## config.mk

```make
export PLATFORM = sky130hd
export DESIGN_NAME = key_watchdog
export DESIGN_NICKNAME = d
export VERILOG_FILES = /design/src/rtl/kwd_pkg.sv /design/src/rtl/wdt_prescale.sv /design/src/rtl/wdt_period.sv /design/src/rtl/key_watchdog.sv
export SDC_FILE = /design/constraint.sdc
export NUM_CORES = 1
export LEC_CHECK = 0
export ABC_CLOCK_PERIOD_IN_PS = 4950
export BUFFER_PORTS_ARGS = -buffer_cell sky130_fd_sc_hd__buf_2
export CAP_MARGIN = 5
export CORE_MARGIN = 3
export CORE_UTILIZATION = 59
export CTS_CLUSTER_DIAMETER = 80
export DETAILED_ROUTE_END_ITERATION = 8
export PLACE_DENSITY_LB_ADDON = 0.05
export SLEW_MARGIN = 15
export SYNTH_ARGS = -nofsm -noshare
export SYNTH_HDL_FRONTEND = slang
export SYNTH_SLANG_ARGS = --single-unit
```

## constraint.sdc

```tcl
create_clock -name clk -period 4.95 [get_ports clk]
set_clock_uncertainty 0.05 [all_clocks]
set_input_delay 0.99 -clock clk [delete_from_list [all_inputs] [get_ports clk]]
set_output_delay 0.99 -clock clk [all_outputs]
set_load 0.05 [all_outputs]
```

## src/rtl/kwd_pkg.sv

```systemverilog
package kwd_pkg;
    localparam int POST_W   = 5;
    localparam int CNT_W    = 2 ** POST_W;
    localparam int ADDR_W   = 3;
    localparam int DATA_W   = 32;
    localparam int BE_W     = DATA_W / 8;

    localparam logic [15:0] SERVICE_KEY = 16'h5743;

    localparam logic [ADDR_W-1:0] A_CTRL      = 3'd0;
    localparam logic [ADDR_W-1:0] A_CTRL_SET  = 3'd1;
    localparam logic [ADDR_W-1:0] A_CTRL_CLR  = 3'd2;
    localparam logic [ADDR_W-1:0] A_CAUSE     = 3'd4;
    localparam logic [ADDR_W-1:0] A_CAUSE_SET = 3'd5;
    localparam logic [ADDR_W-1:0] A_CAUSE_CLR = 3'd6;

    localparam int EN_BIT    = 15;
    localparam int POST_LSB  = 8;
    localparam int CSEL_LSB  = 6;
    localparam int WIN_BIT   = 0;
    localparam int CAUSE_LSB = 2;

    typedef struct packed {
        logic wdt;
        logic sleep;
        logic idle;
    } cause_t;

    typedef struct packed {
        logic [POST_W-1:0] post;
        logic [1:0]        csel;
        logic              win;
    } cfg_t;

    function automatic logic [CNT_W-1:0] last_count(input logic [POST_W-1:0] n);
        return (CNT_W'(1) << n) - CNT_W'(1);
    endfunction

    function automatic logic [DATA_W-1:0] ctrl_word(input logic en, input cfg_t c);
        logic [DATA_W-1:0] w;
        w = '0;
        w[EN_BIT] = en;
        w[POST_LSB +: POST_W] = c.post;
        w[CSEL_LSB +: 2] = c.csel;
        w[WIN_BIT] = c.win;
        return w;
    endfunction
endpackage

```

## src/rtl/wdt_prescale.sv

```systemverilog
module wdt_prescale #(
    parameter int LOG2 = 5
) (
    input  logic clk,
    input  logic rst,
    input  logic run,
    input  logic restart,
    output logic tick
);
    logic [LOG2-1:0] div_q;

    assign tick = run && (&div_q);

    always_ff @(posedge clk) begin
        if (rst || restart) div_q <= '0;
        else if (run)       div_q <= div_q + 1'b1;
    end


    tick_spacing_chk: assert property (@(posedge clk) disable iff (rst)
        tick |=> !tick);
endmodule

```

## src/rtl/wdt_period.sv

```systemverilog
module wdt_period
    import kwd_pkg::*;
(
    input  logic              clk,
    input  logic              rst,
    input  logic              tick,
    input  logic              restart,
    input  logic [POST_W-1:0] post,
    output logic              expire
);
    logic [CNT_W-1:0] cnt_q;
    logic [CNT_W-1:0] last;

    assign last   = last_count(post);
    assign expire = tick && (cnt_q == last) && !restart;

    always_ff @(posedge clk) begin
        if (rst || restart) cnt_q <= '0;
        else if (tick)      cnt_q <= expire ? '0 : cnt_q + 1'b1;
    end


    cnt_range_chk: assert property (@(posedge clk) disable iff (rst)
        cnt_q <= last);
endmodule

```

## src/rtl/key_watchdog.sv

```systemverilog
module key_watchdog
    import kwd_pkg::*;
#(
    parameter int PRE_LOG2 = 5
) (
    input  logic              clk,
    input  logic              rst,
    input  logic [POST_W-1:0] cfg_post,
    input  logic [1:0]        cfg_clk_sel,
    input  logic              cfg_window,
    input  logic [ADDR_W-1:0] bus_addr,
    input  logic              bus_we,
    input  logic [BE_W-1:0]   bus_be,
    input  logic [DATA_W-1:0] bus_wdata,
    output logic [DATA_W-1:0] bus_rdata,
    output logic              wdt_rst_req
);
    cfg_t   cfg_q;
    cause_t cause_q, cause_n;
    logic   en_q, en_n, blk_q, req_q;
    logic   acc, key_hit, lane_en, tick, expire;
    cause_t wr_bits;

    assign acc     = bus_we && !blk_q;
    assign key_hit = acc && (bus_addr == A_CTRL) && (bus_be == 4'b1100)
                     && (bus_wdata[31:16] == SERVICE_KEY);
    assign lane_en = acc && bus_be[1];
    assign wr_bits = cause_t'(bus_wdata[CAUSE_LSB +: 3]);

    always_comb begin
        en_n = en_q;
        if (lane_en) begin
            case (bus_addr)
                A_CTRL:     en_n = bus_wdata[EN_BIT];
                A_CTRL_SET: if (bus_wdata[EN_BIT]) en_n = 1'b1;
                A_CTRL_CLR: if (bus_wdata[EN_BIT]) en_n = 1'b0;
                default:    en_n = en_q;
            endcase
        end
    end

    always_comb begin
        cause_n = cause_q;
        if (acc && bus_be[0]) begin
            case (bus_addr)
                A_CAUSE:     cause_n = wr_bits;
                A_CAUSE_SET: cause_n = cause_q | wr_bits;
                A_CAUSE_CLR: cause_n = cause_q & ~wr_bits;
                default:     cause_n = cause_q;
            endcase
        end
        if (expire) cause_n.wdt = 1'b1;
    end

    always_ff @(posedge clk) begin
        if (rst) begin
            cfg_q   <= '{post: cfg_post, csel: cfg_clk_sel, win: cfg_window};
            en_q    <= 1'b0;
            blk_q   <= 1'b0;
            cause_q <= '0;
            req_q   <= 1'b0;
        end else begin
            en_q    <= en_n;
            blk_q   <= en_q && !en_n;
            cause_q <= cause_n;
            req_q   <= expire;
        end
    end

    wdt_prescale #(.LOG2(PRE_LOG2)) u_pre (
        .clk     (clk),
        .rst     (rst),
        .run     (en_q),
        .restart (key_hit),
        .tick    (tick)
    );

    wdt_period u_per (
        .clk     (clk),
        .rst     (rst),
        .tick    (tick),
        .restart (key_hit),
        .post    (cfg_q.post),
        .expire  (expire)
    );

    always_comb begin
        bus_rdata = '0;
        case (bus_addr)
            A_CTRL, A_CTRL_SET, A_CTRL_CLR: bus_rdata = ctrl_word(en_q, cfg_q);
            A_CAUSE, A_CAUSE_SET, A_CAUSE_CLR:
                bus_rdata[CAUSE_LSB +: 3] = cause_q;
            default: bus_rdata = '0;
        endcase
    end

    assign wdt_rst_req = req_q;


    req_pulse_chk: assert property (@(posedge clk) disable iff (rst)
        wdt_rst_req |=> !wdt_rst_req);

    cause_on_req_chk: assert property (@(posedge clk) disable iff (rst)
        wdt_rst_req |-> cause_q.wdt);

    cfg_hold_chk: assert property (@(posedge clk) disable iff (rst)
        1'b1 |=> $stable(cfg_q));

    blackout_chk: assert property (@(posedge clk) disable iff (rst)
        blk_q |=> $stable(en_q) && $stable(cause_q));

    key_wins_chk: assert property (@(posedge clk) disable iff (rst)
        key_hit |=> !wdt_rst_req);
endmodule

```

; Word-level counts from Yosys, hierarchy flattened
; Index checks and enable logic that the tools add are counted.
[totals]
in_bits = 50
register_bits = 51
mem_bits_rw = 0
out_inout_bits = 33
latchBits = 0
memories = 0
romBits = 0
[classes]
multipliers = 0
n_div = 0
muxes = 11
reduce_logical = 23
add_sub_neg = 3
n_eq_ne = 8
bitwise = 3
shift = 1
n_lt_le_gt_ge = 0
[ops]
columns = operator, n
row1 = "32-bit by 1-bit adder with 32-bit output, second input constant", 1
row2 = 32-bit equality test, 1
row3 = 32-bit 2-to-1 mux, 1
row4 = "1-bit by 5-bit left shift with 32-bit output, first input constant", 1
row5 = "32-bit by 2-bit subtractor with 32-bit output, second input constant", 1
row6 = "16-bit by 15-bit equality test with 1-bit output, second input constant", 1
row7 = 11-bit 2-to-1 mux, 1
row8 = 1-bit logical AND, 10
row9 = "3-bit equality test, second input constant", 3
row10 = 3-bit case mux with 3 select lines, 1
row11 = 3-bit 2-to-1 mux, 2
row12 = 3-bit OR reduction, 2
row13 = "5-bit by 1-bit adder with 5-bit output, second input constant", 1
row14 = 1-bit 2-to-1 mux, 5
row15 = 5-bit AND reduction, 1
row16 = "4-bit equality test, second input constant", 1
row17 = 2-bit AND reduction, 2
row18 = 4-bit nonzero test, 1
row19 = 3-bit bitwise AND, 1
row20 = "3-bit by 1-bit equality test with 1-bit output, second input constant", 1
row21 = "3-bit by 2-bit equality test with 1-bit output, second input constant", 1
row22 = 1-bit logical NOT, 3
row23 = 3-bit logical NOT, 1
row24 = 3-bit NOT, 1
row25 = other kinds (5), 5

; Logic depth before layout (Yosys ltp)
; Gate-level depths: netlist of the first run.
[depth]
word_depth = 9
mapped_depth = 16
ltp_nobuf = 10

; Hierarchy
; From an unflattened synthesis of the first run, not the netlist that was laid out.
[hier_totals]
cells_unflattened = 458
hier_area_um2 = 3895.0
[by_module_without_submodules]
columns = mod, seq_area_each_um2, instances, area_per_inst_um2, cells_per_inst
row1 = wdt_period, 640.6, 1, 2760.1, 347
row2 = key_watchdog, 360.3, 1, 867.1, 87
row3 = wdt_prescale, 100.1, 1, 267.8, 24

; Worst setup path after synthesis of the first run
; No wires, ideal clock.
[synth_timing]
path_kind = register to register
from = register cfg_q[4] (netlist name)
to = register u_per.cnt_q[1]
slack_ps = 1806
path_stages_with_launch = 14
arrival_ps = 2963
period_less_slack_ps = 3144
path_cell_list = edfxtp_1 buf_2 buf_6 nor3_2 nand2_1 ha_1 buf_2 xor2_1 o22ai_1 xor2_1 or4_1 or4_1 nor4b_2 o31ai_1
[synth_between]
elab_chain_cells = 6
[synth_rtl]
columns = item, line
row1 = "start, declared", key_watchdog.sv:18  ; cfg_t cfg_q;
row2 = "start signal, assigned", key_watchdog.sv:57  ; cfg_q <= '{post: cfg_post, csel: cfg_clk_sel, win: cfg_window};
row3 = 1-bit by 5-bit left shift with 32-bit output, kwd_pkg.sv:36  ; return (CNT_W'(1) << n) - CNT_W'(1);
row4 = 32-bit by 2-bit subtractor with 32-bit output, kwd_pkg.sv:36
row5 = 32-bit equality test, wdt_period.sv:15  ; assign expire = tick && (cnt_q == last) && !restart;
row6 = 1-bit logical AND (2 in series), wdt_period.sv:15
row7 = 32-bit 2-to-1 mux, wdt_period.sv:19  ; else if (tick) cnt_q <= expire ? '0 : cnt_q + 1'b1;
row8 = "end signal, assigned", wdt_period.sv:19
row9 = "end, declared", wdt_period.sv:11  ; logic [CNT_W-1:0] cnt_q;
; No other way between the ends.
; A chain may end at the register's enable or synchronous reset.

; Worst setup path after layout of the first run
[layout_timing]
from = register cfg_q[3] (netlist name)
to = register u_per.cnt_q[1]
; The elaborated chain is that of the path after synthesis.

==> results.toml, run 1 <==
[floorplanning]
die-area_mm2 = 0.00727
coreArea_mm2 = 0.00599
ioPinCount = 83
die_y_um = 85.3
rows = 28
start_util = 0.619
dieWidth_um = 85.3

[synth]
ys_seq_elements = 51
synthCells = 449
synth_edf_count = 8
async_reset_ff_frac = 0
post_synth.cell_area_avg_um2 = 8.26
ys_warn_count = 0
ys_seq_area_frac = 0.297
syn_area_mm2 = 0.00371
yosysUniqueCellTypes = 63
yosys_most_used_dff = "dfxtp_1"

[setup_path]
worstRegToRegCells = 10
rr_endpoint = "u_per.cnt_q[1]"
cp-end-kind = "register"
path_class = "reg2reg"
cp_top_family = "simple AND/OR/NAND/NOR gates"
path_cells = "nor3_2 -> nand2_1 -> ha_1 -> nand2b_1 -> o22ai_1 -> xor2_1 -> or4_1 -> or4_1 -> nor4b_2 -> o31ai_1"
cp_slowest_cell = "edfxtp_1"
cpPeakStageDelay_ns = 0.84
rrSetupSlack_ns = 0.95
cp.depth = 10
cp.required_ns = 5.08
cp.arrival_ns = 4.13
regToRegStartpoint = "cfg_q[3]"
critPathBufInv = 0
crit_top_cell = "or4_1"
path_max_fanout = 22
start_kind = "register"

[sta]
slew_headroom = 0.489
finalCriticalPeriod_ns = 4.00
setup_viol = 0
worstMarginPinSlew_ns = 0.767
maxSlewViolCount = 0
fmax_mhz = 250
setup_tns_ns = 0
finalHoldViolCount = 0
timing.final.crit_share = 0.809
rsz0062_at_grt = "no"

[final_layout]
final_cell_mix = "buf_2, dfxtp_1, nor3_1, nor2_1, nand2_1"
drive_above_1_share = 0.154
nets = 534
final_common_cell = "buf_2"
n_fill_cell = 544
area_delta_synth_final_pct = 6.51
antenna_cells = 0

[route]
drc = 0
avgViaCountPerCell = 6.00
drtIter0Drc = 322
post_drt_wl_per_cell_um = 15.9
dr.pass1.iters = 5
drt-total-wl_mm = 8.84
antenna_left = 0
vias = 3337

[placement]
gp_congestion = 0.990
place_hpwl_mm = 6.48
port_buffers = 50

[worst_hold_path]
min_to = "u_pre.div_q[4]"
worstHoldStart = "u_pre.div_q[4]"
hold_depth = 2
min_path_type = "reg2reg"

[pwr]
p_per_area_mw_per_mm2 = 238
vdd_drop_max_mv = 0.251
p_leak_nw = 1.48
p_total_w = 0.000941

[grt]
grt.total_usage = 0.252
grt_max_degree = 35
grt_pass1_vias = 2965
grt_first_pass_wirelength_mm = 14.7
grt-ovfl-total = 0
antenna_found_initial = 0

[clocking]
htree_levels = 2
clk_path_buf_depth = 2
clk_pin_slew_worst_paths_ns = 0.10
cts_root_buf = "clkbuf_8"
cts_made_buffers = 5
cts_sinks = 51
cts_tree = "yes"
post_cts_buffers = 0
hold_buffers = 0
post_cts_resized = 0
insertion_delay_ns = 0.32

[outcome]
status = "complete, no violations"

[job]
maxCapViolCount = 0
-- cell type report --
cell class / instances / area [um^2] / share of cell area
clock inverter: 1 / 7.51 / 0.00190
tap: 75 / 93.8 / 0.0238
clock buffer: 7 / 119 / 0.0301
inverter: 8 / 30.0 / 0.00760
timing repair buffer: 56 / 295 / 0.0748
multi-input combinational: 358 / 2300 / 0.583
sequential: 51 / 1100 / 0.279
-- report_power, final --
group | total [W] | leakage (nW) | internal, W | switching [W]
logic | 0.000192 | 0.997 | 0.0000611 | 0.000131
registers | 0.000440 | 0.425 | 0.000428 | 0.0000121
clock network | 0.000309 | 0.0607 | 0.000161 | 0.000148
-- metal layers --
layer / global-route usage / up-vias / share of wire
met5: 0 / - / 0
li1: - / 1645 / -
met2: 0.410 / 121 / 0.48
met3: 0.0359 / 8 / 0.065
met4: 0.0633 / 0 / 0.010
met1: 0.350 / 1563 / 0.44
-- Yosys cell counts, drive strengths merged, types with 3 or more instances --
master | count | area, um^2
a211oi | 4 | 30.0
a21o | 4 | 30.0
a21oi | 18 | 93.8
a222oi | 3 | 30.0
a22o | 4 | 35.0
a31oi | 3 | 18.8
and2 | 13 | 81.3
and3 | 14 | 87.6
and4 | 3 | 26.3
buf | 43 | 315
clkbuf | 8 | 30.0
dfxtp | 43 | 861
edfxtp | 8 | 240
ha | 4 | 50.1
inv | 8 | 30.0
mux2i | 5 | 50.1
nand2 | 30 | 113
nand3 | 14 | 70.1
nand3b | 7 | 52.6
nand4 | 15 | 93.8
nand4b | 3 | 26.3
nor2 | 32 | 123
nor2b | 4 | 25.0
nor3 | 44 | 230
nor4 | 5 | 37.5
nor4b | 5 | 50.0
o21ai | 14 | 73.8
or3 | 3 | 18.8
or4 | 4 | 30.0
xnor2 | 27 | 236
xor2 | 23 | 201
-- worst max-delay path by stage --
stage              from         endpoint  slack (ns)
2_1_floorplan  cfg_q[4]   u_per.cnt_q[1]        1.81
3_3_place_gp   cfg_q[3]   u_per.cnt_q[1]        1.10
3_5_place_dp   cfg_q[3]   u_per.cnt_q[1]        1.03
4_1_cts        cfg_q[3]   u_per.cnt_q[1]        0.99
5_1_grt        cfg_q[3]  u_per.cnt_q[17]        0.64
6_report       cfg_q[3]   u_per.cnt_q[1]        0.95
-- state kept, by name, indices dropped and copies added (netlist names) --
name / count
u_per.cnt_q: 32
cfg_q: 8
u_pre.div_q: 5
cause_q: 3
blk_q: 1
en_q: 1
wdt_rst_req: 1
-- kinds of logic (layout without fill, tap and decap cells) --
| logic type | after synthesis | count (layout) | synth area share |
|---|---|---|---|
| compound gates | 67 | 67 | 0.122 |
| xor+xnor | 52 | 52 | 0.130 |
| fa+ha+maj | 4 | 4 | 0.0135 |
| buf+inv | 59 | 72 | 0.101 |
| flops | 51 | 51 | 0.297 |
| mux | 5 | 5 | 0.0135 |
| other cells | 1 | 20 | 0.00101 |
| simple gates | 210 | 210 | 0.322 |
-- per-stage QoR --
stage	setup WS, ns	area, um^2	util	instances	hold slack [ns]
finish	0.946	3950	0.659	556	0.460
global route	0.642	3950	0.659	556	0.507
floorplan	1.81	3780	-	468	0.417
detailed placement	1.03	3820	0.638	548	0.446
global placement	1.10	3820	0.638	548	0.431
CTS	0.987	3950	0.659	556	0.469
-- worst min-delay path: cells and delay by family, from the launching register on --
family,cells,cell delay [ns]
DFF,1,0.34
muxes,1,0.07
and+or+nand+nor,1,0.07
No activity file was read; power rests on OpenSTA's default activity.
==> inputs of run 2 (changes only) <==
ABC_CLOCK_PERIOD_IN_PS = 3300   (was 4950)
CORE_UTILIZATION = 50   (was 59)
clock period = 3.3 ns   (was 4.95 ns; I/O delays follow)
==> run 2 against run 1 <==
  * Setup slack worse by 0.81 ns
  * First-iteration DRC count down 29%
  * Highest routed layer unchanged
  * Total power up 45%
  * Largest cell class unchanged
  * Hold slack better by 0.0071 ns
  * Critical path depth up 2
  * Global-route usage down 3.8 points
==> results.toml, run 2 (synthesis results as in run 1) <==
[route]
drtIter0Drc = 228
top_layer_used = "met4"
drt-total-wl_mm = 9.02
vias = 3378
post_drt_wl_per_cell_um = 15.2
wl_met1_mm = 4.12
wl_met2_mm = 4.26
avgViaCountPerCell = 5.70
met3_length_um = 539
drc = 0
antenna_left = 0
dr.pass1.iters = 4

[pwr]
p_switching_w = 0.000458
vdd_drop_max_mv = 0.210
p_clk_frac = 0.292
intPower_w = 0.000904
sw_frac_of_total = 0.336
p_per_area_mw_per_mm2 = 332
pwr-share-comb = 0.232
seqPwrFrac = 0.475
p_leak_nw = 1.58

[grt]
antenna_found_initial = 0
grt_max_degree = 35
grt-ovfl-total = 0
grt.total_usage = 0.214
grt_first_pass_wirelength_mm = 14.9
grt_pass1_vias = 3114

[placement]
port_buffers = 50
gp_congestion = 0.891
pre_cts_slack_ns = 0.151
place_hpwl_mm = 6.77

[clocking]
cts_root_buf = "clkbuf_8"
htree_levels = 2
cts_tree = "yes"
clk_pin_slew_worst_paths_ns = 0.10
cts_made_buffers = 5
cts_sinks = 51
clk_path_buf_depth = 2
insertion_delay_ns = 0.31

[final_layout]
largest_register_ffs = 32
antenna_cells = 0
final_cell_mix = "buf_2, dfxtp_1, nor3_1, nor2_1, nand2_1"
area_delta_synth_final_pct = 10.8
top_register = "u_per.cnt_q"
utilization = 0.588
final_common_cell = "buf_2"
reg.largest.list = "u_per.cnt_q x32, cfg_q x8, u_pre.div_q x5"
drive_above_1_share = 0.187
nets = 550
n_fill_cell = 696

[worst_hold_path]
min_to = "cfg_q[6]"
hold_depth = 1
min_path_type = "in2reg"
worstHoldStart = "cfg_post[3]"

[floorplanning]
start_util = 0.531
ioPinCount = 83
dieWidth_um = 92.1
die-area_mm2 = 0.00848
die_y_um = 92.1
coreArea_mm2 = 0.00698
rows = 30

[outcome]
status = "complete, no violations"

[setup_path]
cp-end-kind = "register"
cp.required_ns = 3.46
regToRegStartpoint = "cfg_q[4]"
rrSetupSlack_ns = 0.14
worstRegToRegCells = 12
path_class = "reg2reg"
path_max_fanout = 11
cp.arrival_ns = 3.32
start_kind = "register"
rr_endpoint = "u_per.cnt_q[15]"

[sta]
setup_tns_ns = 0
maxSlewViolCount = 0
finalHoldViolCount = 0
timing.final.crit_share = 0.958
setup_viol = 0
fin_ws_ns = 0.138
finalCriticalPeriod_ns = 3.16
fmax_mhz = 316

[job]
maxCapViolCount = 0
run 2: changes by cell type in the layout (fill, tap and decap cells not counted), moves of 2 or more:
cell and change:
nor4b_1 -2, buf_4 +15, clkinv_4 +2, clkbuf_16 -2
run 2: cell type report:
cell class	count	area [um^2]	share of cell area
multi-input cells	358	2330	0.567
flip-flops and latches	51	1100	0.268
repair buffers	72	428	0.104
well taps	96	120	0.0293
clock buffers	5	68.8	0.0168
inverters	8	30.0	0.00731
clock inverters	3	28.8	0.00701
run 2: power groups by stage:
stage	registers [W]	clock network (W)	logic (W)
2_1_floorplan	0.000659	0	0.000260
3_3_place_gp	0.000662	0	0.000305
3_5_place_dp	0.000662	0	0.000307
4_1_cts	0.000648	0.000410	0.000308
5_1_grt	0.000649	0.000438	0.000342
6_report	0.000648	0.000398	0.000317
run 2: through the flow:
stage                     instances  total power [W]  hold WS, ns  instance area [um^2]
after floorplan                 468         0.000919        0.417                  3780
after global placement          583         0.000966        0.430                  3970
after detailed placement        583         0.000969        0.452                  3970
after CTS                       591          0.00137        0.461                  4060
after global routing            593          0.00143        0.452                  4110
final                           593          0.00136        0.467                  4110
run 2: what timing repair did:
| item | in CTS | in global routing |
|---|---|---|
| setup buffers | 0 | 2 |
| endpoints found under the setup margin | 0 | 32 |
| hold endpoints to repair | 0 | 0 |
| gates resized for setup | 0 | 4 |
| hold buffers | 0 | 0 |
run 2: worst max-delay path: stages, from the launching register on:
cell and delay [ns]:
edfxtp_1 0.46, nor3_2 0.24, nand2_1 0.13, ha_1 0.28
buf_4 0.18, or3_1 0.33, a211oi_1 0.24, nor2_1 0.10
xnor2_1 0.16, nor4_2 0.32, and4_1 0.29, buf_4 0.20
nor3_1 0.07
run 2: worst max path at each step:
stage | from | endpoint | slack [ns] | cells after the start
6_report | cfg_q[4] | u_per.cnt_q[15] | 0.14 | 12
5_1_grt | cfg_q[4] | u_per.cnt_q[1] | -0.003 | 11
4_1_cts | cfg_q[4] | u_per.cnt_q[15] | 0.09 | 12
3_5_place_dp | cfg_q[4] | u_per.cnt_q[15] | 0.15 | 12
3_3_place_gp | cfg_q[4] | u_per.cnt_q[15] | 0.15 | 12
2_1_floorplan | cfg_q[4] | u_per.cnt_q[1] | 0.16 | 13
run 2: metal layers:
metal / vias to the layer above / track usage
met3: 9 / 0.0353
li1: 1689 / -
met5: - / 0
met4: 0 / 0.0532
met1: 1571 / 0.287
met2: 109 / 0.356
==> inputs of run 3 (changes only) <==
ABC_CLOCK_PERIOD_IN_PS = 2700   (was 3300)
clock period = 2.7 ns   (was 3.3 ns; I/O delays follow)
==> run 3 against run 2 <==
  * The run now ends with negative setup slack left
  * Hold slack worse by 0.12 ns
  * First-iteration DRC count down 12%
  * Total power is 25% higher
  * Setup slack worse by 0.43 ns
  * Critical endpoint is now u_per.cnt_q[1]
  * Largest power group unchanged
==> results.toml, run 3 (synthesis results as in run 1) <==
[floorplanning]
die_y_um = 92.1
ioPinCount = 83
dieWidth_um = 92.1
coreArea_mm2 = 0.00698
die-area_mm2 = 0.00848
start_util = 0.531
rows = 30

[sta]
worst_hold_slack_ns = 0.350
setup_viol = 34
maxSlewViolCount = 0
timing.final.crit_share = 1.11
finalCriticalPeriod_ns = 3.00
finalHoldViolCount = 0
rsz0062_at_grt = "yes"
worstMarginPinSlew_ns = 0.540
fin_ws_ns = -0.296
slew_headroom = 0.640
fmax_mhz = 334

[route]
avgViaCountPerCell = 5.65
post_drt_wl_per_cell_um = 15.6
drtIter0Drc = 201
drc = 0
dr.pass1.iters = 5
drt-total-wl_mm = 9.79
antenna_left = 0
vias = 3544

[clocking]
cts_made_buffers = 5
insertion_delay_ns = 0.31
clk_pin_slew_worst_paths_ns = 0.10
clk_path_buf_depth = 2
htree_levels = 2
cts_tree = "yes"
cts_sinks = 51
cts_root_buf = "clkbuf_8"

[final_layout]
drive_above_1_share = 0.301
fin_cells = 627
area_delta_synth_final_pct = 23.3
final_common_cell = "buf_4"
antenna_cells = 0
top_register = "u_per.cnt_q"
final_cell_mix = "buf_4, buf_2, dfxtp_1, nor2_1, nand2_1"
reg.largest.list = "u_per.cnt_q x32, cfg_q x8, u_pre.div_q x5"
nets = 584
largest_register_ffs = 32

[setup_path]
rrSetupSlack_ns = -0.30
cp.required_ns = 2.84
crit_path_start = "cfg_q[6]"
critPathBufInv = 0
cp.arrival_ns = 3.14
cp_top_family = "simple AND/OR/NAND/NOR gates"
path_cells = "nor2_2 -> nand4_1 -> ha_4 -> xor2_1 -> o22ai_2 -> xor2_1 -> or4_1 -> or4_1 -> nor4b_4 -> o31ai_1"
cp_slowest_cell = "or4_1"
rr_endpoint = "u_per.cnt_q[1]"
start_kind = "register"
cpPeakStageDelay_ns = 0.50
cp-end-kind = "register"
worstRegToRegCells = 10
path_max_fanout = 6
path_class = "reg2reg"
regToRegStartpoint = "cfg_q[6]"

[grt]
grt-ovfl-total = 0
grt_max_degree = 35
grt_first_pass_wirelength_mm = 15.9
grtUsageMet3 = 0.0377
met2_usage = 0.372
grt_pass1_vias = 3213
globalRouteMet1Util = 0.314
grt_busiest_layer = "met2"
antenna_found_initial = 0
grt.total_usage = 0.230

[job]
maxCapViolCount = 0

[placement]
placedCellCount = 614
pre_cts_slack_ns = -0.371
port_buffers = 50
gp_congestion = 0.878
place_hpwl_mm = 7.21

[pwr]
p_per_area_mw_per_mm2 = 373
p_leak_nw = 1.76
vdd_drop_max_mv = 0.234

[worst_hold_path]
hold_depth = 1
min_path_type = "in2reg"
worstHoldStart = "cfg_clk_sel[0]"
min_to = "cfg_q[1]"

[outcome]
violations = "negative setup slack"
status = "finished, violations left"
## run 3: cell count changes in the layout (fill, tap and decap cells not counted), sizes merged
cell	delta
buf	+33
clkbuf	+1
clkinv	-1
clkinvlp	+1
## run 3: metrics by stage
stage               total power (W)  instance area, um^2  setup TNS, ns  utilization
global placement            0.00122                 4360          -7.97        0.625
global route                0.00178                 4570         -13.45        0.655
finish                      0.00170                 4570          -8.56        0.655
floorplan                   0.00113                 3950          -5.69            -
detailed placement          0.00123                 4360         -10.73        0.625
CTS                         0.00170                 4510          -6.75        0.647
## run 3: worst register-to-register path: cells and delay by family (launching register included)
kind	cells	cell delay, ns
compound gates	2	0.21
fa+ha+maj	1	0.22
flops	1	0.41
simple gates	5	1.66
xor+xnor	2	0.33
## run 3: area by class of cell
type,instances,area [um^2]
sequential,51,1100
clock inverter,3,23.8
multi-input combinational,358,2500
fill,608,2410
inverter,8,30.0
timing repair buffer,106,729
tap,96,120
clock buffer,5,68.8
## run 3: layer usage
metal / vias up / routed length [um]
met2: 151 / 4560
li1: 1741 / -
met5: - / 0
met3: 14 / 752
met4: 0 / 171
met1: 1638 / 4310
## run 3: worst max path at each step
stage,to,depth (start not counted)
after floorplan,u_per.cnt_q[1],13
after global placement,u_per.cnt_q[10],12
after detailed placement,u_per.cnt_q[10],12
after CTS,u_per.cnt_q[1],11
after global routing,u_per.cnt_q[1],11
final,u_per.cnt_q[1],10
## run 3: report_power, final
part | total [W] | leakage [nW] | internal [W] | switching (W)
Sequential | 0.000792 | 0.425 | 0.000784 | 0.00000822
Clock | 0.000468 | 0.0461 | 0.000188 | 0.000280
Combinational | 0.000444 | 1.29 | 0.000165 | 0.000279
Total | 0.00170 | 1.76 | 0.00114 | 0.000568
## run 3: what timing repair did
| item | in CTS | in global routing |
|---|---|---|
| pin swaps | 3 | 3 |
| endpoints found under the hold margin | 0 | 0 |
| setup endpoints to repair | 34 | 34 |
| setup buffers | 4 | 0 |
| gates resized for setup | 7 | 5 |
| hold buffers | 0 | 0 |
| gates cloned | 0 | 1 |
